**src/rtl/lvlstat_pkg.sv**
```systemverilog
package lvlstat_pkg;
  localparam int LEVELS = 4;
  localparam int LVL_BIT [LEVELS] = '{7, 15, 6, 14};
  localparam logic [1:0] SEL_CSR  = 2'd0;
  localparam logic [1:0] SEL_STAT = 2'd2;
  localparam int CSR_IE_BIT   = 6;
  localparam int CSR_DONE_BIT = 7;

  typedef struct packed {
    logic evalIdle;
    logic ieWrite;
    logic ieValue;
    logic rdEn;
    logic selCsr;
    logic selStat;
  } ctlStrobe_t;
endpackage

```
**src/rtl/lvlstat_dp.sv**
```systemverilog
module lvlstat_dp
  import lvlstat_pkg::*;
#(
  parameter int PTR_W   = 18,
  parameter int PTR_LSB = 15,
  parameter int SIZE_W  = 5,
  parameter int DATA_W  = 16
) (
  input  logic              clk,
  input  logic              rst_n,
  input  ctlStrobe_t        strobe,
  input  logic [LEVELS-1:0] reqSummary,
  input  logic [PTR_W-1:0]  cmdPtr,
  input  logic [SIZE_W-1:0] memSize,
  input  logic              ieBit,
  input  logic              doneBit,
  output logic              allIdle,
  output logic [DATA_W-1:0] rdata
);
  localparam int PTR_KEEP  = 2;
  localparam int SIZE_KEEP = 3;
  localparam int SIZE_POS  = 8;

  logic [DATA_W-1:0] statWord;
  logic [DATA_W-1:0] csrWord;
  logic unusedInputs;

  assign unusedInputs = ^{cmdPtr, memSize};
  assign allIdle = (reqSummary == '0);

  always_comb begin
    statWord = '0;
    statWord[PTR_KEEP-1:0] = cmdPtr[PTR_LSB +: PTR_KEEP];
    statWord[SIZE_POS +: SIZE_KEEP] = memSize[SIZE_KEEP-1:0];
    for (int i = 0; i < LEVELS; i++) begin
      statWord[LVL_BIT[i]] = ~reqSummary[i];
    end
  end

  always_comb begin
    csrWord = '0;
    csrWord[CSR_IE_BIT]   = ieBit;
    csrWord[CSR_DONE_BIT] = doneBit;
  end

  always_ff @(posedge clk) begin
    if (!rst_n) begin
      rdata <= '0;
    end else if (strobe.rdEn) begin
      if (strobe.selStat)     rdata <= statWord;
      else if (strobe.selCsr) rdata <= csrWord;
      else                    rdata <= '0;
    end
  end
endmodule

```
**src/rtl/lvlstat_ctrl.sv**
```systemverilog
module lvlstat_ctrl
  import lvlstat_pkg::*;
(
  input  logic       clk,
  input  logic       rst_n,
  input  logic [1:0] busSel,
  input  logic       busRead,
  input  logic       busWrite,
  input  logic       busOddByte,
  input  logic       wdataIe,
  input  logic       updStrobe,
  input  logic       allIdle,
  output ctlStrobe_t strobe,
  output logic       ieBit,
  output logic       doneBit,
  output logic       irq
);
  logic setDone;

  always_comb begin
    strobe.rdEn     = busRead;
    strobe.selCsr   = (busSel == SEL_CSR);
    strobe.selStat  = (busSel == SEL_STAT);
    strobe.evalIdle = updStrobe | (busRead & (busSel == SEL_STAT));
    strobe.ieWrite  = busWrite & ~busOddByte & (busSel == SEL_CSR);
    strobe.ieValue  = wdataIe;
  end

  assign setDone = strobe.evalIdle & allIdle & ~doneBit;

  always_ff @(posedge clk) begin
    if (!rst_n) begin
      ieBit   <= 1'b0;
      doneBit <= 1'b0;
      irq     <= 1'b0;
    end else begin
      if (setDone) doneBit <= 1'b1;
      if (strobe.ieWrite) begin
        ieBit <= strobe.ieValue;
        irq   <= strobe.ieValue & (doneBit | setDone);
      end else if (setDone & ieBit) begin
        irq <= 1'b1;
      end
    end
  end
endmodule

```
**src/rtl/lvlstat_reg.sv**
```systemverilog
module lvlstat_reg
  import lvlstat_pkg::*;
#(
  parameter int PTR_W   = 18,
  parameter int PTR_LSB = 15,
  parameter int SIZE_W  = 5,
  parameter int DATA_W  = 16
) (
  input  logic              clk,
  input  logic              rst_n,
  input  logic [3:0]        reqSummary,
  input  logic              updStrobe,
  input  logic [PTR_W-1:0]  cmdPtr,
  input  logic [SIZE_W-1:0] memSize,
  input  logic [1:0]        busSel,
  input  logic              busRead,
  input  logic              busWrite,
  input  logic              busOddByte,
  input  logic [DATA_W-1:0] busWdata,
  output logic [DATA_W-1:0] busRdata,
  output logic              irq
);
  ctlStrobe_t strobe;
  logic ieBit;
  logic doneBit;
  logic allIdle;
  logic unusedWdata;

  assign unusedWdata = ^busWdata;

  lvlstat_ctrl u_ctrl (
    .clk(clk), .rst_n(rst_n), .busSel(busSel), .busRead(busRead),
    .busWrite(busWrite), .busOddByte(busOddByte),
    .wdataIe(busWdata[CSR_IE_BIT]), .updStrobe(updStrobe),
    .allIdle(allIdle), .strobe(strobe), .ieBit(ieBit),
    .doneBit(doneBit), .irq(irq)
  );

  lvlstat_dp #(
    .PTR_W(PTR_W), .PTR_LSB(PTR_LSB), .SIZE_W(SIZE_W), .DATA_W(DATA_W)
  ) u_dp (
    .clk(clk), .rst_n(rst_n), .strobe(strobe), .reqSummary(reqSummary),
    .cmdPtr(cmdPtr), .memSize(memSize), .ieBit(ieBit), .doneBit(doneBit),
    .allIdle(allIdle), .rdata(busRdata)
  );
endmodule

```
**config.mk**
```make
export PLATFORM = sky130hd
export DESIGN_NAME = lvlstat_reg
export DESIGN_NICKNAME = d
export VERILOG_FILES = /design/src/rtl/lvlstat_pkg.sv /design/src/rtl/lvlstat_dp.sv /design/src/rtl/lvlstat_ctrl.sv /design/src/rtl/lvlstat_reg.sv
export SDC_FILE = /design/constraint.sdc
export NUM_CORES = 1
export LEC_CHECK = 0
export BUFFER_PORTS_ARGS = -buffer_cell sky130_fd_sc_hd__buf_2
export CAP_MARGIN = 20
export CORE_MARGIN = 2
export CORE_UTILIZATION = 34
export DETAILED_ROUTE_END_ITERATION = 6
export GPL_TIMING_DRIVEN = 0
export PLACE_DENSITY = 0.9
export SLEW_MARGIN = 30
export SYNTH_ARGS = -nofsm -noshare
export SYNTH_HDL_FRONTEND = slang
export SYNTH_SLANG_ARGS = --single-unit
```
**constraint.sdc**
```tcl
create_clock -name clk -period 2.2 [get_ports clk]
set_input_delay 0.44 -clock clk [delete_from_list [all_inputs] [get_ports clk]]
set_output_delay 0.44 -clock clk [all_outputs]
set_load 0.02 [all_outputs]
```
; ---- Yosys cells after proc, flatten, opt, wreduce, memory -nomap -nowiden
; Cells that the tools add are included.
; Widths: inputs -> output; s select.
[totals]
regBits = 19
latch_bits = 0
ramBits = 0
romBits = 0
in_bits = 51
mem_count = 0
[classes]
add_sub_neg = 0
multipliers = 0
n_div = 0
order_cmp = 0
eq_ne = 1
shifts = 0
mux = 4
bitwise_logic = 15
n_reduce_logical = 3
[op_table]
columns = operator, count
row1 = $mux 16, 1
row2 = $mux 8, 1
row3 = $and 1x1->1, 7
row4 = $not 1->1, 6
row5 = $logic_not 4->1, 1
row6 = $eq 2x2->1 const B, 1
row7 = $logic_not 2->1, 1
row8 = $mux 1, 2
row9 = $or 1x1->1, 2
row10 = $reduce_bool 2->1, 1

; ---- Logic depth before layout (Yosys ltp)
; Gate-level depths: netlist of the first run.
[depth]
word_depth = 8
depth_mapped = 4
depth_no_buf = 3

; ---- Hierarchy
; Synthesis of the first run repeated with hierarchy kept, for this count alone.
[hier_totals]
cells_unflattened = 69
area_unflattened_um2 = 670.6
[modules_own_cells]
columns = mod, n_inst, cells_each, area_each_um2
row1 = lvlstat_dp, 1, 50, 488.0
row2 = lvlstat_ctrl, 1, 19, 182.7

; ---- Worst setup path after synthesis of the first run
; OpenSTA, ideal clock, no wires.
[synth_timing]
kind = input to register
from = input reqSummary[0]
to = register u_ctrl.irq
setup_ps = 86
arrival_time_ps = 1139
t_required_ps = 2114
slack_ps = 974
path_stages = 3
path_buffers = 0
path_cell_list = nor4_4 o2111ai_2 a221oi_2
[synth_via]
elab_chain_len = 6
elab_cells_between_ends = 8
[synth_lines]
columns = item, line_no
row1 = from (decl), lvlstat_reg.sv:11  ; input logic [3:0] reqSummary,
row2 = $logic_not 4->1 (*), lvlstat_dp.sv:29  ; assign allIdle = (reqSummary == '0);
row3 = $and 1x1->1 (*) (2 in a row), lvlstat_ctrl.sv:29  ; assign setDone = strobe.evalIdle & allIdle & ~doneBit;
row4 = $or 1x1->1, lvlstat_ctrl.sv:40  ; irq <= strobe.ieValue & (doneBit | setDone);
row5 = $and 1x1->1, lvlstat_ctrl.sv:40
row6 = $mux 1, lvlstat_ctrl.sv:38  ; if (strobe.ieWrite) begin
row7 = to (signal assigned), lvlstat_ctrl.sv:40
row8 = to (decl), lvlstat_ctrl.sv:16  ; output logic irq
; Every way passes the cells marked *; elsewhere a longest branch is shown, timed or not.
; A chain may end at the register's enable or synchronous reset.

; ---- Worst setup path after layout of the first run
[layout_timing]
from = register u_dp.rdata[9]
to = output busRdata[9]
[layout_lines]
columns = item, line_no
row1 = from (decl), lvlstat_dp.sv:18  ; output logic [DATA_W-1:0] rdata
row2 = from (signal assigned), lvlstat_dp.sv:50  ; if (strobe.selStat) rdata <= statWord;
row3 = from (signal assigned), lvlstat_dp.sv:51  ; else if (strobe.selCsr) rdata <= csrWord;
row4 = to (decl), lvlstat_reg.sv:20  ; output logic [DATA_W-1:0] busRdata,
; No word-level cell between the ends.

==> results of run 1 <==
## registers in the layout, indices dropped and copies added (netlist names)
register        count
u_ctrl.irq          1
u_ctrl.ieBit        1
u_ctrl.doneBit      1
u_dp.rdata          9
## final cells by class
type | count | area share (%)
plain buffers | 9 | 8.64
clock buffers | 3 | 2.88
inverters | 3 | 1.44
multi-input cells | 43 | 36.5
flip-flops and latches | 12 | 30.7
well taps | 16 | 2.56
repair buffers | 27 | 17.3
## Yosys cell counts
cell       count  share of area [%]
inv_2          1               0.64
and3b_1        1                1.5
a221oi_2       1                2.6
a2bb2oi_1      2                3.0
dfxtp_1       12                 41
o2111ai_2      1                2.6
inv_1          2                1.3
o211ai_1       2                2.6
nor4b_2        1                2.6
nor2_1         9                5.8
conb_1         1               0.64
buf_6          1                1.9
nor2b_1        1                1.1
nand2_1        4                2.6
buf_4          7                9.0
nor4_4         1                3.7
a21oi_1        3                2.6
o21ai_1        1               0.86
o221ai_2       1                2.6
clkbuf_1       1               0.64
nand3b_1       1                1.3
mux2i_1        1                1.7
or2_2          1                1.1
a22oi_1        5                6.5
## routing by layer
metal	part of all wire, %	vias up	wire (µm)	GRT usage (%)
li1	-	275	-	-
met3	9.9	4	119	6.40
met2	47	26	563	20.9
met1	42	243	503	14.7
met5	0	-	0	0
met4	1.6	0	19	5.29
## worst paths after layout
kind / start / endpoint / slack (ps) / cells after the start
setup / recovery: u_dp.rdata[9] / busRdata[9] / 990 / 1
hold reg to reg: u_dp.rdata[6] / u_dp.rdata[6] / 470 / 2
setup reg to reg: u_ctrl.doneBit / u_ctrl.irq / 1160 / 3
hold / removal: memSize[2] / u_dp.rdata[10] / 400 / 3
## power breakdown
group / internal [W] / switching, W / leakage (nW)
combinational: 0.0000358 / 0.0000466 / 0.262
clock: 0.0000634 / 0.0000680 / 0.0138
sequential: 0.000223 / 0.00000306 / 0.0974
## layout by cell type, fill, tap and decap left out, drive strengths merged
master   instances
a21oi            3
a221oi           1
a22oi            5
a2bb2oi          2
and3b            1
buf             35
clkbuf           4
conb             7
dfxtp           12
inv              3
mux2i            1
nand2            4
nand3b           1
nor2             9
nor2b            1
nor4             1
nor4b            1
o2111ai          1
o211ai           2
o21ai            1
o221ai           1
or2              1
## logic make-up (layout without fill, tap and decap cells)
logic type / Yosys count / after routing / share of synthesized area [%]
and+or+nand+nor: 19 / 19 / 19.6
DFF: 12 / 12 / 41.3
AOI/OAI and AO/OA: 16 / 16 / 23.2
muxes: 1 / 1 / 1.72
buffers and inverters: 12 / 42 / 13.5
other: 1 / 7 / 0.645
## through the flow
step,utilization [%],cell area (µm²),power [W],setup WS (ps),std cells
final,50.2,782,0.000440,988,113
after global routing,50.2,782,0.000460,958,113
after CTS,50.2,782,0.000445,979,113
after detailed placement,48.7,759,0.000313,732,110
after global placement,48.7,759,0.000311,781,110
after floorplan,-,604,0.000282,974,67
==> results.tsv, run 1 <==
stage	metric	value	unit
synth	syn_avg_cell_area	9.54	µm²
place	io_buffers	27	
drt	firstDrtPassIters	4	
place	hpwlAfterDp	983	µm
run	drv_cap	0	
floorplan	rows	14	
critical_path	cp_slowest_cell	dfxtp_1	
power_and_ir_drop	p_per_area	562	nW/µm²
sta	setup_viol	0	
finish	final_nets	150	
critical_path	crit_path_start_kind	flip-flop	
sta	grt_setup_unrepaired	no	
cts	clock_path_buffers	2	
global_route	grt_pass1_wl	1.87	mm
synth	syn_area	582	µm²
critical_path	worst-path-buf-inv	1	
drt	ant_nets	0	
floorplan	core_area	1560	µm²
floorplan	die_area	2060	µm²
critical_path	required	1760	ps
cts	tritoncts	done	
sta	hold_ws	399	ps
critical_path	cpPeakStageDelay	340	ps
critical_path	cp-end-kind	primary output	
global_route	grt_max_degree	11	
global_route	grt_pass1_vias	469	
finish	multi_input_area	285	µm²
cts	clock_latency	270	ps
power_and_ir_drop	p_leak	0.373	nW
worst_hold_path	hold_class	in2reg	
drt	drtIter0Drc	14	
finish	regArea	240	µm²
synth	yosys_warnings	0	
drt	drc	0	
cts	cts_made_buffers	3	
synth	ys_types	24	
outcome	status	finished, final reports clean	
finish	antenna_cells	0	
cts	clkTransAtPathRegs	70	ps
cts	root_buffer	clkbuf_4	
critical_path	cp_max_fo	2	
sta	fin_setup_tns	0	ps
synth	syn_inst	61	
floorplan	die_w	45.4	µm
drt	drt-total-wl	1.21	mm
global_route	overflow	0	
sta	finalClockSkew	0.890	ps
drt	wl_per_cell	10.7	µm
cts	htree_levels	1	
drt	vias	548	
synth	ys_ff_latch	12	
drt	vias_per_cell	4.85	
finish	fillers	153	
critical_path	cp_cell_sequence	buf_2	
sta	hold_viol	0	
floorplan	ioPinCount	68	
sta	fin_crit	1210	ps
cts	ctsResizeCount	0	
critical_path	cp.arrival	770	ps
finish	syn_to_final_growth	34.4	%
critical_path	cp_top_family	flip-flops	
cts	cts_sinks	12	
global_route	grt_usage	13.0	%
cts	post_cts_buffers	0	
power_and_ir_drop	vdd_drop_max	0.398	mV
finish	drive_gt1_share	46.4	%
sta	max_freq	825	MHz
synth	ys_seq_area_share	41.3	%
critical_path	critical_path_class	reg2out	
cts	holdBufCountCts	0	
sta	finalCritPeriodShare	55.1	%
floorplan	start_util	37.3	%
sta	final-max-slew-violation-count	0	
place	place_congestion	0.796	
global_route	antenna_found_initial	0	
floorplan	die_h	45.4	µm
(Power assumes the default switching activity.)
==> run 2: changes to the inputs <==
--- a/config.mk
+++ b/config.mk
@@ -5,13 +5,14 @@
 export SDC_FILE = /design/constraint.sdc
 export NUM_CORES = 1
 export LEC_CHECK = 0
+export ABC_AREA = 1
 export BUFFER_PORTS_ARGS = -buffer_cell sky130_fd_sc_hd__buf_2
 export CAP_MARGIN = 20
 export CORE_MARGIN = 2
-export CORE_UTILIZATION = 34
+export CORE_UTILIZATION = 28
 export DETAILED_ROUTE_END_ITERATION = 6
 export GPL_TIMING_DRIVEN = 0
-export PLACE_DENSITY = 0.9
+export PLACE_DENSITY = 0.81
 export SLEW_MARGIN = 30
 export SYNTH_ARGS = -nofsm -noshare
 export SYNTH_HDL_FRONTEND = slang
==> constraint.sdc (replaced) <==
create_clock -name clk -period 1 [get_ports clk]
set_input_delay 0.2 -clock clk [delete_from_list [all_inputs] [get_ports clk]]
set_output_delay 0.2 -clock clk [all_outputs]
set_load 0.02 [all_outputs]
==> results.tsv, run 2 <==
stage	metric	value	unit
critical_path	cp-end-kind	primary output	
cts	cts_sinks	12	
sta	fin_setup_tns	0	ps
synth	ys_seq_area_share	42.7	%
global_route	grt_usage	11.5	%
worst_hold_path	hold_class	in2reg	
critical_path	cp_top_family	flip-flops	
synth	synth_most_common_cell	nand2_1	
power_and_ir_drop	vdd_drop_max	0.588	mV
outcome	status	finished, final reports clean	
synth	netlist.area_leader.share	42.7	%
finish	layout_commonest_cell	nand2_1	
cts	clock_latency	270	ps
finish	syn_to_final_growth	43.8	%
drt	ant_nets	0	
synth	synth_edf_count	0	
sta	max_freq	1040	MHz
cts	clkTransAtPathRegs	80	ps
synth	async_reset_ff_share	0	%
synth	ys_types	15	
global_route	grt_pass1_wl	2.15	mm
cts	post_cts_buffers	0	
finish	fin_cells	145	
drt	firstDrtPassIters	4	
critical_path	critical_path_class	reg2out	
sta	finalClockSkew	5.80	ps
floorplan	rows	16	
critical_path	crit_path_start_kind	flip-flop	
synth	ys_ff_latch	12	
power_and_ir_drop	p_leak	0.411	nW
finish	antenna_cells	0	
synth	synth.area.top_cells	dfxtp_1 (43%), nand2_1 (17%), buf_4 (9.3%), a21oi_1 (8.0%), inv_1 (5.3%)	
cts	tritoncts	done	
finish	fin_util	42.1	%
synth	syn_avg_cell_area	6.95	µm²
critical_path	cp_max_fo	2	
floorplan	ioPinCount	68	
sta	final-max-slew-violation-count	0	
finish	final_nets	170	
synth	ys_dominant_reg_cell	dfxtp_1	
floorplan	die_w	48.8	µm
sta	fin_crit	962	ps
global_route	grt_max_degree	11	
cts	clock_path_buffers	2	
floorplan	die_h	48.8	µm
drt	drt-total-wl	1.28	mm
sta	finalCritPeriodShare	96.2	%
global_route	grt_pass1_vias	555	
cts	htree_levels	1	
finish	layout_common_cells	nand2_1 (26), buf_2 (21), buf_4 (13), a21oi_1 (9), dfxtp_1 (9)	
drt	vias	588	
critical_path	cpPeakStageDelay	330	ps
place	dpl.cell_count	141	
drt	drc	0	
finish	largest_register_ffs	9	
critical_path	cp_cell_sequence	buf_2	
critical_path	worst-path-buf-inv	1	
critical_path	required	800	ps
place	hpwlAfterDp	1.04	mm
drt	wl_per_cell	8.80	µm
floorplan	core_area	1920	µm²
global_route	antenna_found_initial	0	
power_and_ir_drop	p_per_area	1290	nW/µm²
synth	synth_top_area_cell	dfxtp_1	
critical_path	cp_slowest_cell	dfxtp_1	
finish	drive_gt1_share	37.3	%
cts	holdBufCountCts	0	
synth	yosys_warnings	0	
critical_path	cp.arrival	760	ps
synth	syn_inst	81	
place	io_buffers	27	
synth	syn_area	563	µm²
floorplan	die_area	2390	µm²
global_route	overflow	0	
cts	ctsResizeCount	0	
power_and_ir_drop	p_total	0.00104	W
cts	root_buffer	clkbuf_4	
run	drv_cap	0	
drt	drtIter0Drc	13	
synth	synth_commonest_cells	nand2_1 (26), dfxtp_1 (12), a21oi_1 (9), inv_1 (8), buf_4 (7)	
sta	hold_viol	0	
sta	grt_setup_unrepaired	no	
floorplan	start_util	29.3	%
finish	largest_register	u_dp.rdata	
cts	cts_made_buffers	3	
drt	vias_per_cell	4.06	
place	place_congestion	0.708	
sta	setup_viol	0	
## run 2: cell type report
type | count | area (µm²)
plain buffers | 7 | 52.6
clock buffers | 4 | 36.3
fillers | 220 | 1110
inverters | 11 | 41.3
multi-input cells | 57 | 251
flip-flops and latches | 12 | 244
well taps | 27 | 33.8
repair buffers | 27 | 150
## run 2: power breakdown
part	total, W	leakage, nW	switching (W)	internal (W)
clock	0.000378	0.0210	0.000157	0.000221
sequential	0.000498	0.0988	0.00000666	0.000491
combinational	0.000167	0.291	0.0000971	0.0000696
## run 2: final timing paths
path	startpoint	endpoint	slack, ps	depth (start not counted)
min reg2reg	u_dp.rdata[10]	u_dp.rdata[10]	460	2
max reg2reg	u_ctrl.doneBit	u_ctrl.irq	140	6
min	memSize[0]	u_dp.rdata[8]	170	3
max	u_dp.rdata[0]	busRdata[0]	40	1
## run 2: layer usage
| metal | GRT usage, % | up-vias | share of wire, % |
|---|---|---|---|
| li1 | - | 312 | - |
| met1 | 12.1 | 257 | 46 |
| met5 | 0 | - | 0 |
| met3 | 4.29 | 0 | 6.6 |
| met4 | 4.29 | 0 | 0 |
| met2 | 20.5 | 19 | 48 |
## run 2: cells by family after synthesis
logic type             count (synthesis)  synth area share, %
buffers and inverters                 18                 16.7
and+or+nand+nor                       38                 28.9
DFF                                   12                 42.7
AOI/OAI and AO/OA                     12                 11.1
other                                  1                0.666
## run 2: stage by stage
| stage | instance area (µm²) | hold slack [ps] | setup WS (ps) |
|---|---|---|---|
| 6_report | 810 | 170 | 38.4 |
| 5_1_grt | 810 | 170 | 3.95 |
| 4_1_cts | 791 | 161 | 6.25 |
| 3_5_place_dp | 754 | 455 | -11.8 |
| 3_3_place_gp | 754 | 438 | 22.3 |
| 2_1_floorplan | 586 | 326 | 211 |
